==> config.mk <==
export PLATFORM = sky130hd
export DESIGN_NAME = pt_xlate
export DESIGN_NICKNAME = d
export VERILOG_FILES = /design/src/rtl/pt_xlate_pkg.sv /design/src/rtl/pt_tlb.sv /design/src/rtl/pt_walker.sv /design/src/rtl/pt_xlate.sv
export SDC_FILE = /design/constraint.sdc
export NUM_CORES = 1
export LEC_CHECK = 0
export CAP_MARGIN = 30
export CORE_MARGIN = 1.5
export CORE_UTILIZATION = 60
export CTS_CLUSTER_SIZE = 28
export DETAILED_ROUTE_END_ITERATION = 8
export DONT_BUFFER_PORTS = 1
export PLACE_DENSITY = 0.79
export SLEW_MARGIN = 20
export SYNTH_ARGS = -nofsm -noshare
export SYNTH_HDL_FRONTEND = slang
export SYNTH_SLANG_ARGS = --single-unit
==> constraint.sdc <==
create_clock -name clk -period 6.7 [get_ports clk]
set_clock_uncertainty 0.15 [all_clocks]
set_input_delay 0 -clock clk [delete_from_list [all_inputs] [get_ports clk]]
set_output_delay 0 -clock clk [all_outputs]
set_load 0.05 [all_outputs]
==> src/rtl/pt_xlate_pkg.sv <==
// Shared constants and descriptor decode for the flat page-table translator.
// Assumes a 32-bit address space and a 32-bit descriptor word.
package pt_xlate_pkg;
    localparam int ADDR_W       = 32;
    localparam int DESC_VLD_BIT = 1;
    localparam int DESC_NS_BIT  = 3;

    typedef struct packed {
        logic [ADDR_W-1:0] addr;
        logic              fault;
        logic              nonsec;
    } xlate_rsp_t;
endpackage

==> src/rtl/pt_tlb.sv <==
// Fully associative translation cache with round-robin replacement.
// Assumes at most one fill per cycle and that a page is filled only after
// it missed, so entries never hold duplicate page numbers.
module pt_tlb #(
    parameter int ENTRIES = 8,
    parameter int VPN_W   = 20,
    parameter int PFN_W   = 20
) (
    input  logic             clk,
    input  logic             rst_n,
    input  logic [VPN_W-1:0] lk_vpn_i,
    output logic             lk_hit_o,
    output logic [PFN_W-1:0] lk_pfn_o,
    output logic             lk_ns_o,
    input  logic             fill_i,
    input  logic [VPN_W-1:0] fill_vpn_i,
    input  logic [PFN_W-1:0] fill_pfn_i,
    input  logic             fill_ns_i
);
    localparam int IDX_W = (ENTRIES > 1) ? $clog2(ENTRIES) : 1;

    logic [ENTRIES-1:0] ent_vld;
    logic [VPN_W-1:0]   ent_vpn [ENTRIES];
    logic [PFN_W-1:0]   ent_pfn [ENTRIES];
    logic [ENTRIES-1:0] ent_ns;
    logic [ENTRIES-1:0] match;
    logic [IDX_W-1:0]   rr_ptr;

    for (genvar i = 0; i < ENTRIES; i++) begin : g_ent
        // Entry storage: written only when the round-robin pointer selects it.
        always_ff @(posedge clk) begin
            if (!rst_n) begin
                ent_vld[i] <= 1'b0;
                ent_vpn[i] <= '0;
                ent_pfn[i] <= '0;
                ent_ns[i]  <= 1'b0;
            end else if (fill_i && (rr_ptr == IDX_W'(i))) begin
                ent_vld[i] <= 1'b1;
                ent_vpn[i] <= fill_vpn_i;
                ent_pfn[i] <= fill_pfn_i;
                ent_ns[i]  <= fill_ns_i;
            end
        end
        assign match[i] = ent_vld[i] && (ent_vpn[i] == lk_vpn_i);
    end

    // Replacement pointer: advances by one on every fill, wrapping at ENTRIES.
    always_ff @(posedge clk) begin
        if (!rst_n)
            rr_ptr <= '0;
        else if (fill_i)
            rr_ptr <= (rr_ptr == IDX_W'(ENTRIES - 1)) ? '0 : rr_ptr + 1'b1;
    end

    // Lookup: OR-reduce the one matching entry onto the result.
    always_comb begin
        lk_hit_o = |match;
        lk_pfn_o = '0;
        lk_ns_o  = 1'b0;
        for (int k = 0; k < ENTRIES; k++) begin
            if (match[k]) begin
                lk_pfn_o = lk_pfn_o | ent_pfn[k];
                lk_ns_o  = lk_ns_o | ent_ns[k];
            end
        end
    end
endmodule

==> src/rtl/pt_walker.sv <==
// Single-descriptor table walk: latches the missing address, issues one
// read of base + page*4, and waits for the data to return.
// Assumes the memory answers no earlier than the cycle after the request.
module pt_walker #(
    parameter int ADDR_W     = 32,
    parameter int PAGE_SHIFT = 12
) (
    input  logic              clk,
    input  logic              rst_n,
    input  logic              start_i,
    input  logic [ADDR_W-1:0] iova_i,
    input  logic [ADDR_W-1:0] table_base_i,
    output logic              busy_o,
    output logic              mem_req_o,
    output logic [ADDR_W-1:0] mem_addr_o,
    input  logic              mem_rvalid_i,
    output logic              done_o,
    output logic [ADDR_W-1:0] iova_q_o
);
    localparam int VPN_W = ADDR_W - PAGE_SHIFT;

    typedef enum logic [1:0] {W_IDLE, W_FETCH, W_WAIT} wstate_t;
    wstate_t state;

    // Walk sequencing: idle -> one-cycle fetch -> wait for data -> idle.
    always_ff @(posedge clk) begin
        if (!rst_n) begin
            state    <= W_IDLE;
            iova_q_o <= '0;
        end else begin
            case (state)
                W_IDLE:  if (start_i) begin
                             state    <= W_FETCH;
                             iova_q_o <= iova_i;
                         end
                W_FETCH: state <= W_WAIT;
                W_WAIT:  if (mem_rvalid_i) state <= W_IDLE;
                default: state <= W_IDLE;
            endcase
        end
    end

    // Outputs decoded from the walk state.
    always_comb begin
        busy_o     = (state != W_IDLE);
        mem_req_o  = (state == W_FETCH);
        done_o     = (state == W_WAIT) && mem_rvalid_i;
        mem_addr_o = table_base_i +
                     {{(PAGE_SHIFT-2){1'b0}}, iova_q_o[ADDR_W-1:PAGE_SHIFT], 2'b00};
    end

    logic [VPN_W-1:0] unused_vpn_w;
    assign unused_vpn_w = '0;
endmodule

==> src/rtl/pt_xlate.sv <==
// Top of the flat page-table translator. Looks each request up in the
// translation cache; on a miss it walks one descriptor and either returns
// the mapped address or redirects the access to the protect buffer.
// Assumes the configuration inputs are stable while requests are in flight.
module pt_xlate
    import pt_xlate_pkg::*;
#(
    parameter int TLB_ENTRIES = 8,
    parameter int PAGE_SHIFT  = 12,
    parameter int PROT_SHIFT  = 7
) (
    input  logic              clk,
    input  logic              rst_n,
    input  logic [ADDR_W-1:0] cfg_table_base_i,
    input  logic [ADDR_W-1:0] cfg_protect_base_i,
    input  logic              req_valid_i,
    input  logic [ADDR_W-1:0] req_iova_i,
    output logic              req_ready_o,
    output logic              mem_req_o,
    output logic [ADDR_W-1:0] mem_addr_o,
    input  logic              mem_rvalid_i,
    input  logic [ADDR_W-1:0] mem_rdata_i,
    output logic              rsp_valid_o,
    output logic [ADDR_W-1:0] rsp_pa_o,
    output logic              rsp_fault_o,
    output logic              rsp_nonsec_o
);
    localparam int VPN_W = ADDR_W - PAGE_SHIFT;

    logic              accept, walk_busy, walk_done;
    logic              hit, hit_ns;
    logic [VPN_W-1:0]  hit_pfn;
    logic [ADDR_W-1:0] walk_iova;
    logic              desc_vld, desc_ns;
    logic [VPN_W-1:0]  desc_pfn;
    xlate_rsp_t        rsp_d, rsp_q;
    logic              rsp_vld_d;

    assign req_ready_o = !walk_busy;
    assign accept      = req_valid_i && req_ready_o;

    // Descriptor fields used by the translator; other bits are don't-care.
    assign desc_vld = mem_rdata_i[DESC_VLD_BIT];
    assign desc_ns  = mem_rdata_i[DESC_NS_BIT];
    assign desc_pfn = mem_rdata_i[ADDR_W-1:PAGE_SHIFT];

    pt_tlb #(.ENTRIES(TLB_ENTRIES), .VPN_W(VPN_W), .PFN_W(VPN_W)) u_tlb (
        .clk        (clk),
        .rst_n      (rst_n),
        .lk_vpn_i   (req_iova_i[ADDR_W-1:PAGE_SHIFT]),
        .lk_hit_o   (hit),
        .lk_pfn_o   (hit_pfn),
        .lk_ns_o    (hit_ns),
        .fill_i     (walk_done && desc_vld),
        .fill_vpn_i (walk_iova[ADDR_W-1:PAGE_SHIFT]),
        .fill_pfn_i (desc_pfn),
        .fill_ns_i  (desc_ns)
    );

    pt_walker #(.ADDR_W(ADDR_W), .PAGE_SHIFT(PAGE_SHIFT)) u_walk (
        .clk          (clk),
        .rst_n        (rst_n),
        .start_i      (accept && !hit),
        .iova_i       (req_iova_i),
        .table_base_i (cfg_table_base_i),
        .busy_o       (walk_busy),
        .mem_req_o    (mem_req_o),
        .mem_addr_o   (mem_addr_o),
        .mem_rvalid_i (mem_rvalid_i),
        .done_o       (walk_done),
        .iova_q_o     (walk_iova)
    );

    // Result select: cache hit, mapped walk result, or protect redirect.
    always_comb begin
        rsp_vld_d = 1'b0;
        rsp_d     = rsp_q;
        if (accept && hit) begin
            rsp_vld_d    = 1'b1;
            rsp_d.addr   = {hit_pfn, req_iova_i[PAGE_SHIFT-1:0]};
            rsp_d.fault  = 1'b0;
            rsp_d.nonsec = hit_ns;
        end else if (walk_done) begin
            rsp_vld_d = 1'b1;
            if (desc_vld) begin
                rsp_d.addr   = {desc_pfn, walk_iova[PAGE_SHIFT-1:0]};
                rsp_d.fault  = 1'b0;
                rsp_d.nonsec = desc_ns;
            end else begin
                rsp_d.addr   = {cfg_protect_base_i[ADDR_W-1:PROT_SHIFT],
                                walk_iova[PROT_SHIFT-1:0]};
                rsp_d.fault  = 1'b1;
                rsp_d.nonsec = 1'b0;
            end
        end
    end

    // Response register: one-cycle valid pulse with held result fields.
    always_ff @(posedge clk) begin
        if (!rst_n) begin
            rsp_valid_o <= 1'b0;
            rsp_q       <= '0;
        end else begin
            rsp_valid_o <= rsp_vld_d;
            rsp_q       <= rsp_d;
        end
    end

    assign rsp_pa_o     = rsp_q.addr;
    assign rsp_fault_o  = rsp_q.fault;
    assign rsp_nonsec_o = rsp_q.nonsec;
endmodule

# ---- Yosys cells after proc, flatten, opt, wreduce, memory -nomap -nowiden
# Memory sizes are Yosys's and may differ from the RTL's.
# Index checks and enable logic that the tools add are counted.
dict set report word_totals {
  reg_bits 88
  elab_cells 174
  mem_count 2
  inputBits 132
  mem_bits_rw 320
  out_inout_bits 69
}
dict set report classes {
  n_addsub 2
  n_bitwise 31
  eq_ne 19
  muxes 66
  reduce_logical 31
}
# name words word_bits rd rd_ports_with_merged_regs write_ports line_no
set mem_list {}
lappend mem_list {u_tlb.ent_pfn 8 20 8 0 8 pt_tlb.sv:24} ;# logic [PFN_W-1:0] ent_pfn [ENTRIES];
lappend mem_list {u_tlb.ent_vpn 8 20 8 0 8 pt_tlb.sv:23} ;# logic [VPN_W-1:0] ent_vpn [ENTRIES];
# cell count
set ops {}
lappend ops {{20-bit 2-to-1 mux} 24}
lappend ops {{20-bit equality test} 8}
lappend ops {{20-bit OR} 7}
lappend ops {{34-bit 2-to-1 mux} 3}
lappend ops {{1-bit 2-to-1 mux} 35}
lappend ops {{32-bit by 22-bit adder with 32-bit output} 1}
lappend ops {{1-bit OR} 23}
lappend ops {{1-bit logical AND} 21}
lappend ops {{3-bit equality test, second input constant} 4}
lappend ops {{8-bit OR reduction} 1}
lappend ops {{3-bit by 2-bit equality test with 1-bit output, second input constant} 2}
lappend ops {{2-bit case mux with 3 select lines} 1}
lappend ops {{2-bit 2-to-1 mux} 2}
lappend ops {{2-bit AND reduction} 2}
lappend ops {{2-bit nonzero test} 2}
lappend ops {{3-bit by 1-bit adder with 3-bit output, second input constant} 1}
lappend ops {{3-bit by 1-bit equality test with 1-bit output, second input constant} 1}
lappend ops {{3-bit logical NOT} 1}
lappend ops {{3-bit 2-to-1 mux} 1}
lappend ops {{2-bit by 1-bit equality test with 1-bit output, second input constant} 1}
lappend ops {{2-bit equality test, second input constant} 1}
lappend ops {{1-bit logical NOT} 2}
lappend ops {{2-bit logical NOT} 1}
lappend ops {{2-bit by 1-bit != test with 1-bit output, second input constant} 1}
lappend ops {{other kinds (3)} 3}

# ---- Depth between registers and ports, before layout
# An unclocked memory read counts as a cell.
dict set report depth {
  depth_word 19
  mapped_depth 11
  ltp_nobuf 11
}

# ---- By module
# From an unflattened synthesis, not the netlist that was laid out.
dict set report unflattened {
  cells_unflattened 1897
  area_unflattened_um2 21311.7
}
# module area_each_um2 seq_area_each_um2 cells_per_inst n_inst
set by_module_without_submodules {}
lappend by_module_without_submodules {pt_tlb 16777.3 9989.6 1379 1}
lappend by_module_without_submodules {pt_walker 2527.4 680.7 327 1}
lappend by_module_without_submodules {pt_xlate 2006.9 700.7 191 1}

# ---- Worst setup path before layout
# OpenSTA, ideal clock, no wires.
dict set report synth_timing {
  kind {flip-flop to output port}
  from {reg u_walk.iova_q_o[12]}
  to {out mem_addr_o[30]}
  t_required_ns 6.550
  path_buffers 0
  stages_incl_launch_ff 12
  setup_slack_ns 3.482
  t_arrival_ns 3.068
  cell_sequence {dfxtp_1 > ha_1 > inv_1 > fa_1 > nor2b_1 > o31ai_1 > o211ai_1 > a21oi_1 > a31oi_1 > a31oi_1 > nor3b_1 > xor2_1}
}
dict set report synth_via {
  elab_chain_cells 1
}
# element line_no
set synth_lines {}
lappend synth_lines {{start: declaration} pt_walker.sv:18} ;# output logic [ADDR_W-1:0] iova_q_o
lappend synth_lines {{start signal: assignment} pt_walker.sv:34} ;# iova_q_o <= iova_i;
lappend synth_lines {{32-bit by 22-bit adder with 32-bit output} pt_walker.sv:48} ;# mem_addr_o = table_base_i +
lappend synth_lines {{end: declaration} pt_xlate.sv:20} ;# output logic [ADDR_W-1:0] mem_addr_o,
# Every way passes these cells.

# ---- Worst setup path in the final report
dict set report layout_timing {
  from {reg u_walk.iova_q_o[13]}
  to {out mem_addr_o[30]}
}
# Same word-level chain as after synthesis.

==> reports/results.tsv <==
metric	value	unit
status	completed	
cp.arrival	4350	ps
worstSetupEndpointType	output port	
floorplan.initialDensity	60.6	%
path_cells	inv_1, fa_1, nor2b_1, o31ai_1, o211ai_1, a21oi_1, a31oi_1, a31oi_1, nor3b_1, xor2_1	
setup_viol	0	
wirelength	52.6	mm
hpwl	29.3	mm
cts-buffers-inserted	41	
dieArea	33800	sq um
critPathSlowestCell	xor2_1	
postSynthNetCount	1747	
row_count	66	
worst_slew_pin_slew	1040	ps
core_area	32400	sq um
max_cap_violations	0	
synth_compound_gate_area_share	9.22	%
period_share	67.2	%
power.density	248	nW/um^2
synth_top_family_by_area	simple AND/OR/NAND/NOR gates	
syn_area	19600	sq um
drt_iter0_markers	1281	
grt_pass1_vias	13500	
grt_max_degree	92	
p_total	5600	uW
antenna_left	0	
async_flop_share	0	%
insertion_delay	530	ps
p_leak	0.00897	uW
synthXorXnorAreaFrac	8.39	%
cts.sinks	408	
rsz0062_at_grt	false	
h-tree-depth	2	
drive_gt1_share	7.62	%
yosys_warnings	0	
fmax	222	MHz
synth_cell_types	50	
slew_viol_final	0	
ir_drop	0.173	mV
antenna_found_initial	2	
max-slew-margin-rel	30.2	%
cts_resized	0	
cp.required	6550	ps
cts.path.max_buffers	3	
drtPass1Iterations	5	
yosysSeqAreaShare	57.9	%
grt_pass1_wl	79.2	mm
path_max_fanout	11	
grt_overflow	0	
hp-class	in -> reg	
layout_common_cells	edfxtp_1 (320), and2_1 (245), xnor2_1 (113)	
final_common_cell	edfxtp_1	
crit_top_cell	a31oi_1	
synth_edf_count	320	
final_nets	1834	
synthSimpleGateAreaFrac	16.5	%
place_congestion	0.824	
synth_flop_cell	edfxtp_1	
setup_tns	0	ps
drc	0	
wire_per_inst	24.5	microns
finalHoldViolations	0	
die_h	184	microns
worstSetupStartpointType	register	
synthMuxAreaShare	2.91	%
syn_avg_cell_area	12.4	sq um
ios	201	
cpPeakStageDelay	820	ps
syn_inst	1588	
fp.dieW	184	microns
numPortBuffers	0	
crit_type	reg -> out	
min_period	4500	ps
grt_usage	31.3	%
synthAdderAreaFrac	1.76	%
ys_ff_latch	408	
fin_area	22500	sq um
cts.clk_slew.worst_paths	70	ps
cts_tree	built	
area.growth.synth_to_final	14.8	%
dpl-instance-area	20100	sq um
viasPerCell	6.26	
cts_root_buffer	clkbuf_16	
vias	13500	
[cell usage after synthesis, types with 28 or more instances]
master	n	share of area, %
edfxtp_1	320	49
nor2b_1	36	1.1
xnor2_1	113	5.0
nand2_1	51	0.98
mux2i_1	57	2.9
a22oi_1	42	1.6
clkbuf_1	77	1.5
nand3_1	43	1.1
xor2_1	75	3.3
and2_1	245	7.8
and3_1	97	3.1
dfxtp_1	88	9.0
nand4_1	28	0.89
[per-stage QoR]
stage | hold slack, ps | setup WS [ps] | util (%) | cells
floorplan | 17.1 | 3480 | - | 1588
global placement | -149 | 2830 | 61.4 | 1941
detailed placement | -149 | 2760 | 62.2 | 1963
CTS | 11.4 | 2180 | 69.6 | 2149
global route | 15.5 | 1890 | 69.6 | 2150
finish | 5.49 | 2200 | 69.6 | 2151
[cells by family after synthesis]
group	count (synthesis)
and+or+nand+nor	550
buffers and inverters	136
muxes	57
xor gates and xnor gates	188
AOI/OAI and AO/OA	222
DFF	408
adders and majority gates	27
[layer usage]
layer / share of wire, % / GRT usage (%)
met4: 3.3 / 11.0
met3: 11 / 5.63
met1: 39 / 42.1
met5: 0 / 0
met2: 47 / 51.3
[cell type report]
cell class	instances	area, sq um
Clock buffer	57	1160
Fill cell	2192	9830
Sequential cell	408	11400
Multi-Input combinational cell	1044	7700
Clock inverter	18	109
Timing Repair Buffer	156	1560
Antenna cell	2	5.00
Inverter	24	90.1
Tap cell	442	553
[where the power goes]
part / switching (uW) / leakage [uW] / internal (uW)
clock: 940 / 0.000622 / 1240
combinational: 325 / 0.00433 / 207
sequential: 78.5 / 0.00402 / 2810
total: 1340 / 0.00897 / 4250
[path summary, 6_finish.rpt]
kind,startpoint,end,slack (ps),cells past startpoint
min reg2reg,u_tlb.ent_vld[6],u_tlb.ent_vld[6],310,1
max reg2reg,u_tlb.ent_vpn[1][65],rsp_pa_o[9],2320,12
min,rst_n,u_tlb.ent_pfn[0][11],5,1
max,u_walk.iova_q_o[13],mem_addr_o[30],2200,10
[flip-flops by register name (all words and copies together) (netlist names)]
signal	flops
u_tlb.ent_pfn	160
u_tlb.ent_vpn	160
rsp_pa_o	32
u_walk.iova_q_o	32
u_tlb.ent_ns	8
u_tlb.ent_vld	8
u_tlb.rr_ptr	3
u_walk.state	2
rsp_fault_o	1
rsp_nonsec_o	1
rsp_valid_o	1
[worst max-delay path: cells and delay by family, from the launching register on]
| kind | cells | cell delay, ps |
|---|---|---|
| XOR/XNOR | 1 | 820 |
| flip-flops | 1 | 790 |
| buffers and inverters | 1 | 140 |
| adder cells (fa/ha/maj) | 1 | 450 |
| AO/OA/AOI/OAI | 5 | 1110 |
| AND/OR/NAND/NOR | 2 | 520 |
[what timing repair did]
item | 4_1_cts | 5_1_grt
hold buffers | 111 | 0
setup buffers | 0 | 0
endpoints found under the hold margin | 326 | 0
No activity file was read; power rests on OpenSTA's default activity.
